### config.mk
export PLATFORM = sky130hd
export DESIGN_NAME = sopmc_macrocell
export DESIGN_NICKNAME = d
export VERILOG_FILES = /design/src/rtl/sopmc_pkg.sv /design/src/rtl/sopmc_term_route.sv /design/src/rtl/sopmc_clk_sel.sv /design/src/rtl/sopmc_state_reg.sv /design/src/rtl/sopmc_macrocell.sv
export SDC_FILE = /design/constraint.sdc
export NUM_CORES = 1
export LEC_CHECK = 0
export ABC_AREA = 1
export BUFFER_PORTS_ARGS = -buffer_cell sky130_fd_sc_hd__buf_2
export CORE_MARGIN = 3
export CORE_UTILIZATION = 45
export DETAILED_ROUTE_END_ITERATION = 7
export PLACE_DENSITY = 0.86
export REMOVE_ABC_BUFFERS = 1
export SETUP_SLACK_MARGIN = 0.05
export SYNTH_ARGS = -nofsm -noshare
export SYNTH_HDL_FRONTEND = slang
export SYNTH_SLANG_ARGS = --single-unit
### constraint.sdc
create_clock -name clk -period 1.1 [get_ports clk]
set_input_delay 0.22 -clock clk [delete_from_list [all_inputs] [get_ports clk]]
set_output_delay 0.22 -clock clk [all_outputs]
set_load 0.01 [all_outputs]
### src/rtl/sopmc_pkg.sv
package sopmc_pkg;
  typedef enum logic [1:0] {
    FF_D  = 2'b00,
    FF_T  = 2'b01,
    FF_JK = 2'b10,
    FF_SR = 2'b11
  } ff_kind_e;
endpackage

### src/rtl/sopmc_term_route.sv
module sopmc_term_route #(
  parameter int NPT     = 8,
  parameter int SPLIT_W = $clog2(NPT + 1)
) (
  input  logic [NPT-1:0]     pterm,
  input  logic [SPLIT_W-1:0] split,
  input  logic               pol_a,
  input  logic               pol_b,
  output logic               sum_raw,
  output logic               d_eff,
  output logic               j_eff,
  output logic               k_eff
);
  logic [NPT-1:0] to_j;

  // Terms below the split index go to J, the rest go to K.
  for (genvar g = 0; g < NPT; g++) begin : g_mask
    assign to_j[g] = (SPLIT_W'(g) < split);
  end

  assign sum_raw = |pterm;
  assign d_eff   = sum_raw ^ pol_a;
  assign j_eff   = (|(pterm & to_j)) ^ pol_a;
  assign k_eff   = (|(pterm & ~to_j)) ^ pol_b;
endmodule

### src/rtl/sopmc_clk_sel.sv
module sopmc_clk_sel (
  input  logic clk,
  input  logic rst_n,
  input  logic bank_clk,
  input  logic ctl_pt,
  input  logic reg_mode,
  input  logic async_mode,
  output logic tick,
  output logic oe
);
  logic src;
  logic src_q;

  assign src = async_mode ? ctl_pt : bank_clk;

  always_ff @(posedge clk or negedge rst_n) begin
    if (!rst_n) src_q <= 1'b0;
    else        src_q <= src;
  end

  assign tick = src & ~src_q;
  // The product term is a clock in asynchronous registered mode, otherwise an enable.
  assign oe   = (reg_mode && async_mode) ? 1'b1 : ctl_pt;
endmodule

### src/rtl/sopmc_state_reg.sv
module sopmc_state_reg
  import sopmc_pkg::*;
(
  input  logic     clk,
  input  logic     rst_n,
  input  logic     tick,
  input  ff_kind_e kind,
  input  logic     d_eff,
  input  logic     j_eff,
  input  logic     k_eff,
  input  logic     preload_en,
  input  logic     preload_val,
  output logic     q
);
  logic q_upd;
  logic q_nxt;

  always_comb begin
    unique case (kind)
      FF_D:  q_upd = d_eff;
      FF_T:  q_upd = q ^ d_eff;
      FF_JK: begin
        unique case ({j_eff, k_eff})
          2'b00:   q_upd = q;
          2'b01:   q_upd = 1'b0;
          2'b10:   q_upd = 1'b1;
          default: q_upd = ~q;
        endcase
      end
      default: begin
        unique case ({j_eff, k_eff})
          2'b01:   q_upd = 1'b0;
          2'b10:   q_upd = 1'b1;
          default: q_upd = q;
        endcase
      end
    endcase
  end

  always_comb begin
    if (preload_en) q_nxt = preload_val;
    else if (tick)  q_nxt = q_upd;
    else            q_nxt = q;
  end

  always_ff @(posedge clk or negedge rst_n) begin
    if (!rst_n) q <= 1'b0;
    else        q <= q_nxt;
  end
endmodule

### src/rtl/sopmc_macrocell.sv
module sopmc_macrocell
  import sopmc_pkg::*;
#(
  parameter int NPT        = 8,
  parameter int SPLIT_W    = $clog2(NPT + 1),
  parameter int RST_STAGES = 2
) (
  input  logic               clk,
  input  logic               rst_n,
  input  logic               bank_clk,
  input  logic               ctl_pt,
  input  logic [NPT-1:0]     pterm,
  input  logic               cfg_reg,
  input  logic [1:0]         cfg_ff_kind,
  input  logic [SPLIT_W-1:0] cfg_split,
  input  logic               cfg_pol_a,
  input  logic               cfg_pol_b,
  input  logic               cfg_out_inv,
  input  logic               cfg_async,
  input  logic               cfg_fb_pin,
  input  logic               preload_en,
  input  logic               preload_val,
  input  logic               pad_in,
  output logic               pad_out,
  output logic               pad_oe,
  output logic               fb
);
  logic [RST_STAGES-1:0] rst_pipe;
  logic                  rst_core_n;
  logic                  sum_raw, d_eff, j_eff, k_eff;
  logic                  tick;
  logic                  state_q;
  ff_kind_e              kind;

  // Reset asserts asynchronously and is released on a clock edge.
  always_ff @(posedge clk or negedge rst_n) begin
    if (!rst_n) rst_pipe <= '0;
    else        rst_pipe <= {rst_pipe[RST_STAGES-2:0], 1'b1};
  end
  assign rst_core_n = rst_pipe[RST_STAGES-1];

  assign kind = ff_kind_e'(cfg_ff_kind);

  sopmc_term_route #(.NPT(NPT), .SPLIT_W(SPLIT_W)) u_route (
    .pterm   (pterm),
    .split   (cfg_split),
    .pol_a   (cfg_pol_a),
    .pol_b   (cfg_pol_b),
    .sum_raw (sum_raw),
    .d_eff   (d_eff),
    .j_eff   (j_eff),
    .k_eff   (k_eff)
  );

  sopmc_clk_sel u_clk (
    .clk        (clk),
    .rst_n      (rst_core_n),
    .bank_clk   (bank_clk),
    .ctl_pt     (ctl_pt),
    .reg_mode   (cfg_reg),
    .async_mode (cfg_async),
    .tick       (tick),
    .oe         (pad_oe)
  );

  sopmc_state_reg u_state (
    .clk         (clk),
    .rst_n       (rst_core_n),
    .tick        (tick),
    .kind        (kind),
    .d_eff       (d_eff),
    .j_eff       (j_eff),
    .k_eff       (k_eff),
    .preload_en  (preload_en),
    .preload_val (preload_val),
    .q           (state_q)
  );

  assign pad_out = (cfg_reg ? state_q : sum_raw) ^ cfg_out_inv;

  always_comb begin
    if (!cfg_reg)                                      fb = pad_in;
    else if (cfg_fb_pin && (kind == FF_D || kind == FF_T)) fb = pad_in;
    else                                               fb = state_q;
  end
endmodule

==> flow_metrics.env <==
export IMPL_antenna_found_initial=0
export IMPL_area_growth_pct=80.5
export IMPL_crit_path_start="cfg_split[3]"
export IMPL_min_path_type="reg2async"
export IMPL_nNetsFinal=194
export IMPL_ios=30
export IMPL_grt_max_degree=6
export IMPL_yosysUniqueCellTypes=23
export IMPL_drive_gt1_share_pct=54.1
export IMPL_slowest_stage="ha_4"
export IMPL_die_area_mm2=0.00193
export IMPL_min_period_over_period_pct=195
export IMPL_violations="setup timing"
export IMPL_rrSetupSlack_ps=-80
export IMPL_finalWorstSetupSlack_ps=-1050
export IMPL_cts_buffers=3
export IMPL_reg2regPathDepth=9
export IMPL_clock_skew_ps=3.04
export IMPL_ys_seq_area_share_pct=15.5
export IMPL_critPathRequiredTime_ps=1220
export IMPL_status="complete, but fails checks"
export IMPL_path_class="in2reg"
export IMPL_path_clk_slew_ps=40
export IMPL_ir_drop_v=0.000657
export IMPL_finalWirelength_um=2690
export IMPL_hold_ws_ps=27.9
export IMPL_async_reset_ff_share_pct=100
export IMPL_synth_edff_count=0
export IMPL_hpwl_um=1560
export IMPL_avgSynthCellArea_um2=6.16
export IMPL_drv_cap=0
export IMPL_cp_common_cell="nand2_1"
export IMPL_clk_path_buf_depth=2
export IMPL_report_final_hold_viol_count=0
export IMPL_dr_pass1_iters=4
export IMPL_end_kind="flip-flop"
export IMPL_drcViolationCount=0
export IMPL_initial_core_util_pct=49.1
export IMPL_ctsHtreeMaxLevel=1
export IMPL_fillers=68
export IMPL_overflow=0
export IMPL_placed_cells=161
export IMPL_min_period_ps=2150
export IMPL_io_buffers=29
export IMPL_final_max_slew_violation_count=0
export IMPL_clk_root_buffer_cell="clkbuf_4"
export IMPL_slowest_delay_ps=270
export IMPL_ant_nets=0
export IMPL_clock_latency_ps=230
export IMPL_p_leak_nw=0.620
export IMPL_power_density_mw_per_mm2=701
export IMPL_clock_fmax_ghz=0.466
export IMPL_fp_row_count=13
export IMPL_wl_per_cell_um=15.5
export IMPL_vias=928
export IMPL_fin_cells=174
export IMPL_cp_data_arrival_time_ps=2270
export IMPL_core_area_mm2=0.00132
export IMPL_worstPathCellList="buf_8 > nor2_4 > inv_4 > nor2_4 > o21ai_2 > a221oi_4 > nand2_2 > nand2_2 > nand2_2 > ha_4 > inv_2 > nand2_1 > o21ai_1 > a21oi_1 > nand2_1 > inv_1 > nand2_1 > nand2_1 > nand2_1 > nand2_1 > nand2_1"
export IMPL_synth_cells=105
export IMPL_cp_max_fo=5
export IMPL_setup_viol=3
export IMPL_grtUsageTotal_pct=28.5
export IMPL_via_per_inst=5.33
export IMPL_rsz0062_at_grt="yes"
export IMPL_critPathLaunchType="input port"
export IMPL_worstReg2RegStart="u_state.q"
export IMPL_first_iter_violations=22
export IMPL_globalplace_congestion=0.852
export IMPL_grt_pass1_wl_um=4150
export IMPL_synthesis_area_um2=647
export IMPL_timing_rr_end="u_state.q"
export IMPL_yosysWarnings=0
export IMPL_die_h_um=43.9
export IMPL_grt_pass1_vias=997
export IMPL_cts_sinks=4
export IMPL_diodes=0
export IMPL_cts_tree="yes"
export IMPL_synth_top_flop_cell="dfrtp_1"
export IMPL_die_w_um=43.9
export IMPL_ys_ff_latch=4
## worst max-delay path: cells and delay by family
| kind | cells | cell delay (ps) |
|---|---|---|
| and+or+nand+nor | 12 | 960 |
| adders and majority gates | 1 | 270 |
| AOI/OAI and AO/OA | 4 | 520 |
| buffers and inverters | 4 | 280 |
## power breakdown
| part | total [mW] | switching [mW] | leakage (nW) | internal (mW) |
|---|---|---|---|---|
| Sequential | 0.178 | 0.0160 | 0.0462 | 0.162 |
| Clock | 0.179 | 0.0568 | 0.0138 | 0.122 |
| Combinational | 0.462 | 0.235 | 0.560 | 0.227 |
## cell type report
cell class	instances	area (um^2)	share of cell area [%]
inverter	21	83.8	7.18
tap	15	18.8	1.61
multi-input combinational	80	558	47.8
sequential	4	101	8.68
clock buffer	3	22.5	1.93
timing repair buffer	51	383	32.8
## cells in the mapped netlist (all sizes together) (2+ instances only)
| master | number | area [um^2] |
|---|---|---|
| nand2 | 32 | 128 |
| o21ai | 10 | 57.6 |
| a21oi | 3 | 15.0 |
| ha | 6 | 75.1 |
| xnor2 | 2 | 17.5 |
| nand3 | 7 | 35.0 |
| nor2 | 12 | 60.1 |
| inv | 21 | 81.3 |
| dfrtp | 4 | 100 |
## routing by layer
layer,up-vias,track usage [%],share of wire [%]
met2,36,53.5,55
met1,441,30.0,37
met4,0,17.5,4.4
met3,12,2.07,3.6
met5,-,0,0
li1,439,-,-
## logic make-up after synthesis
family / Yosys count / synth area share (%)
compound gates: 19 / 21.7
fa+ha+maj: 6 / 11.6
other cells: 1 / 0.580
simple gates: 52 / 35.4
buf+inv: 21 / 12.6
xor+xnor: 2 / 2.71
flops: 4 / 15.5
## cells in the final DEF, fill, tap and decap left out, types with 5 or more instances in the layout
| cell | n |
|---|---|
| nand2_1 | 26 |
| buf_2 | 22 |
| buf_4 | 16 |
| inv_1 | 13 |
| buf_6 | 10 |
| nand3_1 | 6 |
| inv_2 | 6 |
| nor2_2 | 5 |
| nor2_1 | 5 |
| o21ai_1 | 5 |
| nand2_2 | 5 |
## state kept, by name (all words and copies together) (netlist names)
| signal | flops |
|---|---|
| rst_pipe | 2 |
| u_state.q | 1 |
| u_clk.src_q | 1 |
## metrics by stage
| stage | TNS, ps | setup WS (ps) | power, mW | instance area [um^2] | utilization, % |
|---|---|---|---|---|---|
| floorplan | -816 | -816 | 0.345 | 647 | - |
| global placement | -1560 | -1080 | 0.476 | 901 | 68.4 |
| detailed placement | -1760 | -1220 | 0.495 | 901 | 68.4 |
| CTS | -1380 | -951 | 0.757 | 1100 | 83.7 |
| global route | -1910 | -1310 | 0.874 | 1170 | 88.6 |
| finish | -1480 | -1050 | 0.818 | 1170 | 88.6 |
## what timing repair did
item | in CTS | in global routing
pin swaps | 25 | 16
setup buffers | 7 | 2
resized for setup | 31 | 13
hold buffers | 1 | 0
endpoints found under the setup margin | 3 | 3
hold endpoints to repair | 2 | 0
## how the worst max path moves through the flow
stage / endpoint / cells after the start
2_1_floorplan: u_state.q / 20
3_3_place_gp: u_state.q / 21
3_5_place_dp: u_state.q / 21
4_1_cts: u_state.q / 21
5_1_grt: u_state.q / 18
6_report: u_state.q / 21
Power figures use the tool's default switching activity.
